===== config.mk =====
export PLATFORM = sky130hd
export DESIGN_NAME = txn_track_cache
export DESIGN_NICKNAME = d
export VERILOG_FILES = /design/src/rtl/ttc_pkg.sv /design/src/rtl/ttc_lookup.sv /design/src/rtl/ttc_seq.sv /design/src/rtl/txn_track_cache.sv
export SDC_FILE = /design/constraint.sdc
export NUM_CORES = 1
export LEC_CHECK = 0
export CAP_MARGIN = 20
export CELL_PAD_IN_SITES_DETAIL_PLACEMENT = 0
export CELL_PAD_IN_SITES_GLOBAL_PLACEMENT = 1
export CORE_MARGIN = 4
export CORE_UTILIZATION = 47
export DETAILED_ROUTE_END_ITERATION = 16
export MAX_ROUTING_LAYER = met4
export PLACE_DENSITY_LB_ADDON = 0.1
export REMOVE_ABC_BUFFERS = 1
export SYNTH_ARGS = -nofsm -noshare
export SYNTH_HDL_FRONTEND = slang
export SYNTH_SLANG_ARGS = --single-unit

===== constraint.sdc =====
create_clock -name clk -period 7.7 [get_ports clk]
set_input_delay 1.54 -clock clk [delete_from_list [all_inputs] [get_ports clk]]
set_output_delay 1.54 -clock clk [all_outputs]
set_load 0.005 [all_outputs]

===== src/rtl/ttc_pkg.sv =====
package ttc_pkg;
    typedef enum logic [2:0] {
        SEQ_IDLE     = 3'd0,
        SEQ_VALIDATE = 3'd1,
        SEQ_COMMIT   = 3'd2,
        SEQ_DONE     = 3'd3,
        SEQ_ABORT    = 3'd4
    } seq_state_e;
endpackage


===== src/rtl/ttc_lookup.sv =====
module ttc_lookup #(
    parameter int LINES  = 8,
    parameter int IDX_W  = 3,
    parameter int TAG_W  = 5
) (
    input  logic [IDX_W-1:0]            idx_i,
    input  logic [TAG_W-1:0]            tag_i,
    input  logic [LINES-1:0]            vld_i,
    input  logic [LINES-1:0][TAG_W-1:0] tags_i,
    input  logic [LINES-1:0]            rd_i,
    input  logic [LINES-1:0]            wr_i,
    output logic                        hit_o,
    output logic                        tracked_o
);
    always_comb begin
        hit_o     = vld_i[idx_i] && (tags_i[idx_i] == tag_i);
        tracked_o = vld_i[idx_i] && (rd_i[idx_i] || wr_i[idx_i]);
    end
endmodule


===== src/rtl/ttc_seq.sv =====
module ttc_seq
    import ttc_pkg::*;
#(
    parameter int LINES = 8,
    parameter int IDX_W = 3
) (
    input  logic             clk,
    input  logic             rst_n,
    input  logic             commit_req_i,
    input  logic             abort_req_i,
    input  logic             conflict_i,
    input  logic [LINES-1:0] wr_mask_i,
    input  logic             own_gnt_i,
    input  logic             own_nack_i,
    output seq_state_e       state_o,
    output logic [IDX_W-1:0] scan_idx_o,
    output logic             own_req_o,
    output logic             conflict_o,
    output logic             val_fail_o
);
    localparam logic [IDX_W-1:0] LAST_IDX = IDX_W'(LINES - 1);

    typedef struct packed {
        seq_state_e       st;
        logic [IDX_W-1:0] idx;
        logic             conf;
        logic             vfail;
    } seq_regs_t;

    seq_regs_t seq_d, seq_q;
    logic      conf_eff;

    always_comb begin
        seq_d       = seq_q;
        conf_eff    = conflict_i && (seq_q.st == SEQ_IDLE || seq_q.st == SEQ_VALIDATE);
        seq_d.conf  = conf_eff;
        seq_d.vfail = 1'b0;
        unique case (seq_q.st)
            SEQ_IDLE: begin
                if (conf_eff || abort_req_i) begin
                    seq_d.st = SEQ_ABORT;
                end else if (commit_req_i) begin
                    seq_d.st  = SEQ_VALIDATE;
                    seq_d.idx = '0;
                end
            end
            SEQ_VALIDATE: begin
                if (conf_eff) begin
                    seq_d.st = SEQ_ABORT;
                end else if (wr_mask_i[seq_q.idx] && own_nack_i) begin
                    seq_d.st    = SEQ_ABORT;
                    seq_d.vfail = 1'b1;
                end else if (!wr_mask_i[seq_q.idx] || own_gnt_i) begin
                    if (seq_q.idx == LAST_IDX) seq_d.st = SEQ_COMMIT;
                    else                        seq_d.idx = seq_q.idx + 1'b1;
                end
            end
            SEQ_COMMIT: seq_d.st = SEQ_DONE;
            SEQ_DONE:   seq_d.st = SEQ_IDLE;
            SEQ_ABORT:  seq_d.st = SEQ_IDLE;
            default:    seq_d.st = SEQ_IDLE;
        endcase
    end

    always_ff @(posedge clk) begin
        if (!rst_n) begin
            seq_q <= '{st: SEQ_IDLE, idx: '0, conf: 1'b0, vfail: 1'b0};
        end else begin
            seq_q <= seq_d;
        end
    end

    assign state_o    = seq_q.st;
    assign scan_idx_o = seq_q.idx;
    assign own_req_o  = (seq_q.st == SEQ_VALIDATE) && wr_mask_i[seq_q.idx];
    assign conflict_o = seq_q.conf;
    assign val_fail_o = seq_q.vfail;

    // an ungranted ownership request stays up on the same line
    assert_own_hold_R5: assert property (@(posedge clk) disable iff (!rst_n)
        (own_req_o && !own_gnt_i && !own_nack_i && !conflict_i) |=> (own_req_o && $stable(scan_idx_o)));
    // a denied request fails validation and aborts
    assert_nack_aborts_R6: assert property (@(posedge clk) disable iff (!rst_n)
        (own_req_o && own_nack_i && !conflict_i) |=> (val_fail_o && state_o == SEQ_ABORT));
    // completion is a single cycle
    assert_done_pulse_R7: assert property (@(posedge clk) disable iff (!rst_n)
        (state_o == SEQ_DONE) |=> (state_o == SEQ_IDLE));
    // a reported conflict coincides with the abort cycle
    assert_conflict_aborts_R4: assert property (@(posedge clk) disable iff (!rst_n)
        conflict_o |-> (state_o == SEQ_ABORT));
endmodule


===== src/rtl/txn_track_cache.sv =====
module txn_track_cache
    import ttc_pkg::*;
#(
    parameter int ADDR_W = 8,
    parameter int LINES  = 8
) (
    input  logic              clk,
    input  logic              rst_n,
    input  logic              tx_active_i,
    input  logic              acc_valid_i,
    input  logic              acc_we_i,
    input  logic [ADDR_W-1:0] acc_addr_i,
    input  logic              snoop_valid_i,
    input  logic [ADDR_W-1:0] snoop_addr_i,
    input  logic              commit_req_i,
    input  logic              abort_req_i,
    input  logic              own_gnt_i,
    input  logic              own_nack_i,
    output logic              own_req_o,
    output logic [ADDR_W-1:0] own_addr_o,
    output logic              conflict_o,
    output logic              val_fail_o,
    output logic              abort_o,
    output logic              commit_done_o,
    output logic              overflow_o,
    output logic              busy_o,
    output logic [LINES-1:0]  vld_mask_o,
    output logic [LINES-1:0]  rd_mask_o,
    output logic [LINES-1:0]  wr_mask_o
);
    localparam int IDX_W = $clog2(LINES);
    localparam int TAG_W = ADDR_W - IDX_W;

    typedef struct packed {
        logic [LINES-1:0]            vld;
        logic [LINES-1:0]            rd;
        logic [LINES-1:0]            wr;
        logic [LINES-1:0][TAG_W-1:0] tag;
        logic                        ovf;
    } line_regs_t;

    line_regs_t ln_d, ln_q;

    seq_state_e       seq_state;
    logic [IDX_W-1:0] scan_idx;
    logic             acc_hit, acc_trk, snp_hit, snp_trk, snp_conf, acc_take;
    logic [IDX_W-1:0] acc_idx, snp_idx;
    logic [TAG_W-1:0] acc_tag, snp_tag;

    assign acc_idx = acc_addr_i[IDX_W-1:0];
    assign acc_tag = acc_addr_i[ADDR_W-1:IDX_W];
    assign snp_idx = snoop_addr_i[IDX_W-1:0];
    assign snp_tag = snoop_addr_i[ADDR_W-1:IDX_W];

    ttc_lookup #(.LINES(LINES), .IDX_W(IDX_W), .TAG_W(TAG_W)) acc_lk_i (
        .idx_i(acc_idx), .tag_i(acc_tag), .vld_i(ln_q.vld), .tags_i(ln_q.tag),
        .rd_i(ln_q.rd), .wr_i(ln_q.wr), .hit_o(acc_hit), .tracked_o(acc_trk)
    );

    ttc_lookup #(.LINES(LINES), .IDX_W(IDX_W), .TAG_W(TAG_W)) snp_lk_i (
        .idx_i(snp_idx), .tag_i(snp_tag), .vld_i(ln_q.vld), .tags_i(ln_q.tag),
        .rd_i(ln_q.rd), .wr_i(ln_q.wr), .hit_o(snp_hit), .tracked_o(snp_trk)
    );

    assign snp_conf = snoop_valid_i && snp_hit && snp_trk;

    ttc_seq #(.LINES(LINES), .IDX_W(IDX_W)) seq_i (
        .clk(clk), .rst_n(rst_n),
        .commit_req_i(commit_req_i), .abort_req_i(abort_req_i),
        .conflict_i(snp_conf), .wr_mask_i(ln_q.wr),
        .own_gnt_i(own_gnt_i), .own_nack_i(own_nack_i),
        .state_o(seq_state), .scan_idx_o(scan_idx), .own_req_o(own_req_o),
        .conflict_o(conflict_o), .val_fail_o(val_fail_o)
    );

    assign acc_take = acc_valid_i && (seq_state == SEQ_IDLE) && !snp_conf && !abort_req_i;

    always_comb begin
        ln_d     = ln_q;
        ln_d.ovf = 1'b0;
        if (seq_state == SEQ_ABORT) begin
            ln_d.vld = ln_q.vld & ~ln_q.wr;
            ln_d.rd  = '0;
            ln_d.wr  = '0;
        end else if (seq_state == SEQ_COMMIT) begin
            ln_d.rd = '0;
            ln_d.wr = '0;
        end else if (acc_take) begin
            if (acc_hit) begin
                if (tx_active_i && acc_we_i)  ln_d.wr[acc_idx] = 1'b1;
                if (tx_active_i && !acc_we_i) ln_d.rd[acc_idx] = 1'b1;
            end else if (acc_trk) begin
                ln_d.ovf = 1'b1;
            end else begin
                ln_d.vld[acc_idx] = 1'b1;
                ln_d.tag[acc_idx] = acc_tag;
                ln_d.rd[acc_idx]  = tx_active_i && !acc_we_i;
                ln_d.wr[acc_idx]  = tx_active_i && acc_we_i;
            end
        end
    end

    always_ff @(posedge clk) begin
        if (!rst_n) begin
            ln_q <= '0;
        end else begin
            ln_q <= ln_d;
        end
    end

    assign own_addr_o    = {ln_q.tag[scan_idx], scan_idx};
    assign abort_o       = (seq_state == SEQ_ABORT);
    assign commit_done_o = (seq_state == SEQ_DONE);
    assign busy_o        = (seq_state != SEQ_IDLE);
    assign overflow_o    = ln_q.ovf;
    assign vld_mask_o    = ln_q.vld;
    assign rd_mask_o     = ln_q.rd;
    assign wr_mask_o     = ln_q.wr;

    // abort leaves no tracking bit and no written line valid
    assert_abort_clears_R4: assert property (@(posedge clk) disable iff (!rst_n)
        abort_o |=> (rd_mask_o == '0 && wr_mask_o == '0 && (vld_mask_o & $past(wr_mask_o)) == '0));
    // the commit cycle clears tracking and keeps every line valid
    assert_commit_keeps_R7: assert property (@(posedge clk) disable iff (!rst_n)
        (seq_state == SEQ_COMMIT) |=> (wr_mask_o == '0 && rd_mask_o == '0 && $stable(vld_mask_o)));
    // a refused eviction leaves the lines untouched
    assert_no_overflow_change_R3: assert property (@(posedge clk) disable iff (!rst_n)
        overflow_o |-> ($stable(vld_mask_o) && $stable(rd_mask_o) && $stable(wr_mask_o) && $stable(ln_q.tag)));
    // no line is filled while the sequencer is busy
    assert_busy_no_fill_R8: assert property (@(posedge clk) disable iff (!rst_n)
        busy_o |=> $stable(ln_q.tag));
endmodule


==> results.tsv, run 1 <==
metric	value	unit
run_status	finished, final reports clean	
crit_family	buffers and inverters	
clk_latency	0.35	ns
power_density	143	mW/mm2
slew_violations	0	
nFillCells	850	
worst-path-buf-inv	2	
io_buffers	64	
place_hpwl	9.94	mm
grt_use_total	25.1	%
fin_area	0.00562	mm2
reg2reg_to	seq_i.scan_idx_o[0]$_SDFFE_PN0P_	
p_leak	1.81	nW
use_met1	34.2	%
hold_path.class	reg -> reg	
ctsResizeCount	0	
grt_pass1_wl	21.9	mm
syn-cell-area	0.00479	mm2
crit_start	acc_addr_i[0]	
wl	14.0	mm
grt_use_met2	38.2	%
slew_headroom	33.3	%
min_period	5.13	ns
p_total	0.805	mW
gp_congestion	0.897	
busiest_layer	met2	
antenna_found_initial	0	
fin_setup_tns	0	ns
antenna_left	0	
path_depth	9	
crit_arrival	5.39	ns
ys_ff_latch	73	
dp_cells	626	
vias_per_cell	6.19	
synthArstFlopShare	0	%
final_cells	642	
path_cells	clkdlybuf4s50_1 > mux4_1 > mux2i_1 > xor2_1 > o211ai_1 > o41ai_2 > buf_4 > nor3_2 > a221oi_1	
worstMarginPinSlew	0.999	ns
clockBufferDepth	2	
endpoint	wr_mask_o[6]$_SDFFE_PP0P_	
root_buffer	clkbuf_8	
holdBufCountCts	0	
ios	65	
start_util	48.5	%
setup_viol	0	
regToRegStartpoint	seq_i.scan_idx_o[0]$_SDFFE_PN0P_	
path_max_fanout	22	
n_antenna_cell	0	
drt_iter0_markers	256	
drv_cap	0	
rows	36	
cts_sinks	73	
cp_data_required_time	7.95	ns
vdd_ir_drop_max	0.0763	mV
crit_type	in -> reg	
reg2reg_slack	4.59	ns
max_stage_delay	1.08	ns
clock-skew-final	0.0128	ns
grt-ovfl-total	0	
multiInputGateArea	0.00305	mm2
final-hold-violation-count	0	
placed_cell_area	0.00541	mm2
die_x	109	um
numCtsBuffers	9	
crit_path_end_kind	register	
ys_warn_count	0	
core	0.00986	mm2
ys_seq_area_share	30.5	%
vias	3974	
register_area	0.00146	mm2
post_cts_buffers	0	
yosysUniqueCellTypes	56	
use_met3	4.20	%
synthFlopType	dfxtp_1	
finalCritPeriodShare	66.7	%
synthToLayoutAreaGrowth	17.4	%
layout_setup_ws	2.57	ns
drive_gt1_share	14.7	%
finalNetCount	533	
dieArea	0.0119	mm2
slowest_stage	clkdlybuf4s50_1	
grt_max_degree	59	
clk_pin_slew	0.08	ns
grt_pass1_vias	3807	
wire_per_inst	21.8	um
pre_cts_ws	2.21	ns
rsz0062_at_grt	no	
cp-start-kind	primary input	
drc	0	
synth-edff-count	0	
dr.pass1.iters	5	
avgSynthCellArea	10.4	um2
die_h	109	um
cts_tree	built	
h-tree-depth	3	
postSynthCellCount	460	
fmax	0.195	GHz
reg2regPathDepth	7	
cell type report:
cell class              count  area share, %
flip-flops and latches     73           26.0
well taps                 133           2.96
repair buffers             69           12.1
clock buffers              11           2.52
inverters                  18           1.20
multi-input cells         334           54.3
clock inverters             4          0.935
report_power, final:
group          switching (mW)  leakage, nW  internal (mW)
Sequential            0.00857        0.589          0.383
Clock                   0.150       0.0998          0.158
Combinational          0.0597         1.12         0.0457
Total                   0.219         1.81          0.587
how the worst min path moves through the flow:
stage               slack, ns  startpoint  cells past startpoint        to
floorplan                0.45    register                      2  register
global placement         0.47    register                      2  register
detailed placement       0.48    register                      2  register
CTS                      0.49    register                      2  register
global route             0.51    register                      2  register
finish                   0.49    register                      2  register
worst register-to-register path: stages, from the launching register on:
cell	delay (ns)
dfxtp_1	0.98
mux4_2	0.63
mux2i_1	0.38
nor2_1	0.08
nor3b_1	0.17
o21ai_0	0.20
or4_1	0.46
a21oi_1	0.14
logic make-up (layout without fill, tap and decap cells):
kind of cell    after synthesis  count (layout)  synth area share [%]
xor+xnor                     10              10                  1.83
compound gates              101             101                  16.8
buf+inv                      53             102                  5.93
mux                          94              94                  28.6
fa+ha+maj                     2               2                 0.523
flops                        73              73                  30.5
simple gates                127             127                  15.7
metal layers:
layer	share of wire, %	vias to the layer above	wire, um
met5	0	-	0
met4	1.8	0	246
met3	7.0	18	976
met2	47	147	6540
met1	45	1973	6250
li1	-	1836	-
per-stage QoR:
stage | hold WS [ns] | util (%)
after CTS | 0.488 | 56.8
final | 0.490 | 57.0
after global placement | 0.468 | 54.8
after floorplan | 0.448 | -
after global routing | 0.510 | 57.0
after detailed placement | 0.475 | 54.8
placed cells by master, fill, tap and decap left out, types with 5 or more instances in the layout:
| cell | instances |
|---|---|
| nor2_1 | 14 |
| nand2b_1 | 7 |
| a221oi_1 | 9 |
| o21a_1 | 9 |
| clkdlybuf4s50_1 | 63 |
| o2111ai_1 | 6 |
| o21ai_0 | 20 |
| a21oi_1 | 7 |
| mux2_2 | 9 |
| clkbuf_8 | 10 |
| nand3_1 | 6 |
| a211oi_1 | 6 |
| xnor2_1 | 6 |
| a21boi_0 | 8 |
| mux4_1 | 11 |
| and2_1 | 5 |
| dfxtp_1 | 73 |
| nor2b_1 | 8 |
| a221oi_2 | 8 |
| nor3_4 | 8 |
| mux2i_1 | 55 |
| o211ai_1 | 12 |
| nand2_1 | 55 |
| mux4_2 | 19 |
| inv_1 | 18 |
cell usage after synthesis, types with 3 or more instances:
| library cell | n | area, um2 |
|---|---|---|
| a221oi_2 | 8 | 120 |
| nor3_4 | 8 | 130 |
| mux2_2 | 9 | 101 |
| nor2_1 | 14 | 52.6 |
| nand3_1 | 6 | 30.0 |
| mux4_2 | 19 | 428 |
| mux4_1 | 11 | 289 |
| o211ai_1 | 12 | 90.1 |
| a221oi_1 | 9 | 78.8 |
| nand2b_1 | 7 | 43.8 |
| nor4b_1 | 3 | 26.3 |
| xnor2_1 | 6 | 52.6 |
| and3_1 | 3 | 18.8 |
| clkbuf_1 | 14 | 52.6 |
| buf_4 | 5 | 37.5 |
| dfxtp_1 | 73 | 1460 |
| o22ai_1 | 3 | 18.8 |
| a211oi_1 | 6 | 45.0 |
| nand2_1 | 55 | 206 |
| or3_1 | 4 | 25.0 |
| o2111ai_1 | 6 | 52.6 |
| a21oi_1 | 7 | 35.0 |
| mux2i_1 | 55 | 551 |
| buf_2 | 8 | 40.0 |
| inv_1 | 18 | 67.6 |
| o21a_1 | 9 | 67.6 |
| buf_6 | 5 | 56.3 |
| o21ai_0 | 21 | 105 |
| xor2_1 | 4 | 35.0 |
| nor2b_1 | 8 | 50.1 |
| a21boi_0 | 8 | 60.1 |
| and2_1 | 5 | 31.3 |
No activity file was read; power rests on OpenSTA's default activity.
==> run 2, diff against run 1 <==
--- a/config.mk
+++ b/config.mk
@@ -9,7 +9,7 @@
 export CELL_PAD_IN_SITES_DETAIL_PLACEMENT = 0
 export CELL_PAD_IN_SITES_GLOBAL_PLACEMENT = 1
 export CORE_MARGIN = 4
-export CORE_UTILIZATION = 47
+export CORE_UTILIZATION = 39
 export DETAILED_ROUTE_END_ITERATION = 16
 export MAX_ROUTING_LAYER = met4
 export PLACE_DENSITY_LB_ADDON = 0.1
==> constraint.sdc (replaced) <==
create_clock -name clk -period 4.5 [get_ports clk]
set_input_delay 0.9 -clock clk [delete_from_list [all_inputs] [get_ports clk]]
set_output_delay 0.9 -clock clk [all_outputs]
set_load 0.005 [all_outputs]
==> run 2 against run 1 <==
Critical path depth did not move. Sequential share of layout area fell by 1.6 points. Wire length rose by 10%. Register-to-register slack got worse by 2.9 ns. Flip-flop and latch count did not move. Count of clock-buffer cells in the layout did not move. Clock skew fell by 0.0084 ns.
==> results.tsv, run 2 (synthesis gave the netlist of run 1 again) <==
metric	value	unit
run_status	finished, final reports clean	
root_buffer	clkbuf_16	
dieArea	0.0141	mm2
reg2reg_slack	1.67	ns
path_cells	clkdlybuf4s50_1 > buf_4 > mux4_1 > mux2i_1 > xor2_1 > and2_1 > a21o_4 > nor3_4 > mux2i_1	
vdd_ir_drop_max	0.188	mV
vias	4028	
clk_latency	0.35	ns
slew_violations	0	
grt_pass1_wl	23.9	mm
setup_viol	0	
slowest_stage	clkdlybuf4s50_1	
min_path_cells	2	
drc	0	
cp-start-kind	primary input	
antenna_found_initial	0	
numCtsBuffers	9	
crit_family	buffers and inverters	
die_h	119	um
clock-skew-final	0.00444	ns
gp_congestion	0.912	
vias_per_cell	5.98	
layout_commonest_cell	dfxtp_1	
wire_per_inst	22.9	um
regToRegStartpoint	seq_i.scan_idx_o[1]$_SDFFE_PN0P_	
multiInputGateArea	0.00305	mm2
synthToLayoutAreaGrowth	24.9	%
place_hpwl	11.3	mm
crit_type	in -> reg	
rows	40	
min_period	3.86	ns
rsz0062_at_grt	no	
worst-path-buf-inv	2	
nFillCells	1113	
grt-ovfl-total	0	
h-tree-depth	3	
p_total	1.78	mW
cts_tree	built	
hold_path.class	reg -> reg	
n_antenna_cell	0	
layout_common_cells	dfxtp_1, clkdlybuf4s50_1, nand2_1, mux2i_1, o21ai_0	
die_x	119	um
core	0.0120	mm2
cp_data_required_time	4.77	ns
ctsResizeCount	0	
finalCritPeriodShare	85.8	%
dr.pass1.iters	5	
clockBufferDepth	2	
cts_sinks	73	
holdBufCountCts	0	
crit_start	snoop_addr_i[1]	
grt_max_degree	57	
crit_arrival	4.13	ns
antenna_left	0	
grt_pass1_vias	4051	
post_cts_buffers	0	
ios	65	
worstMarginPinSlew	0.854	ns
max_stage_delay	0.80	ns
fmax	0.259	GHz
wl	15.4	mm
clk_pin_slew	0.06	ns
holdWs	0.487	ns
power_density	298	mW/mm2
slew_headroom	43.0	%
crit_path_end_kind	register	
path_max_fanout	11	
reg2reg_to	seq_i.scan_idx_o[0]$_SDFFE_PN0P_	
grt_use_total	22.9	%
drv_cap	0	
final-hold-violation-count	0	
finalNetCount	550	
start_util	39.8	%
io_buffers	64	
register_area	0.00146	mm2
drive_gt1_share	17.8	%
reg2regPathDepth	7	
p_leak	2.00	nW
drt_iter0_markers	306	
crit_top_cell	mux2i_1	
-- run 2: cell count changes in the layout (fill, tap and decap cells not counted), moves of 3 or more --
cell	delta
buf_4	+15
clkbuf_8	-8
buf_12	+3
clkbuf_16	+9
bufinv_16	+3
-- run 2: routing by layer --
layer  GRT usage [%]  vias up  routed length [um]
li1                -     1873                   -
met2            36.3      140                7300
met3            5.31       26                 931
met4            9.56        0                 428
met5               -        -                   0
met1            28.1     1989                6750
-- run 2: stage by stage --
step	setup TNS (ns)	util (%)	instance area, um2	cells	setup slack [ns]
6_report	0	49.8	5980	674	0.638
4_1_cts	0	49.8	5980	674	0.629
2_1_floorplan	-46.54	-	4570	425	-0.981
3_5_place_dp	0	46.6	5600	658	0.279
3_3_place_gp	0	46.6	5600	658	0.332
5_1_grt	0	49.8	5980	674	0.429
-- run 2: worst max-delay path by stage --
stage          slack, ns                        end  depth (start not counted)
6_report            0.64                   register                          9
5_1_grt             0.43  wr_mask_o[4]$_SDFFE_PP0P_                         10
4_1_cts             0.63                   register                          9
3_5_place_dp        0.28                   register                          9
3_3_place_gp        0.33  rd_mask_o[4]$_SDFFE_PP0P_                         10
2_1_floorplan      -0.98  wr_mask_o[0]$_SDFFE_PP0P_                          7
-- run 2: cell type report --
class | count | area share, %
clock buffer | 11 | 4.23
clock inverter | 5 | 2.09
inverter | 18 | 1.13
multi-input combinational | 334 | 51.0
sequential | 73 | 24.5
tap | 147 | 3.08
timing repair buffer | 86 | 14.0
-- run 2: power by group --
group	total (mW)	leakage [nW]	internal, mW	switching (mW)
sequential	0.669	0.589	0.656	0.0133
combinational	0.195	1.22	0.0856	0.110
clock	0.917	0.186	0.627	0.290
total	1.78	2.00	1.37	0.413
-- run 2: worst reg2reg max path, delay by kind of cell, from the launching register on --
family / cells / cell delay, ns
mux: 2 / 0.83
simple gates: 3 / 0.72
compound gates: 2 / 0.34
flops: 1 / 0.87
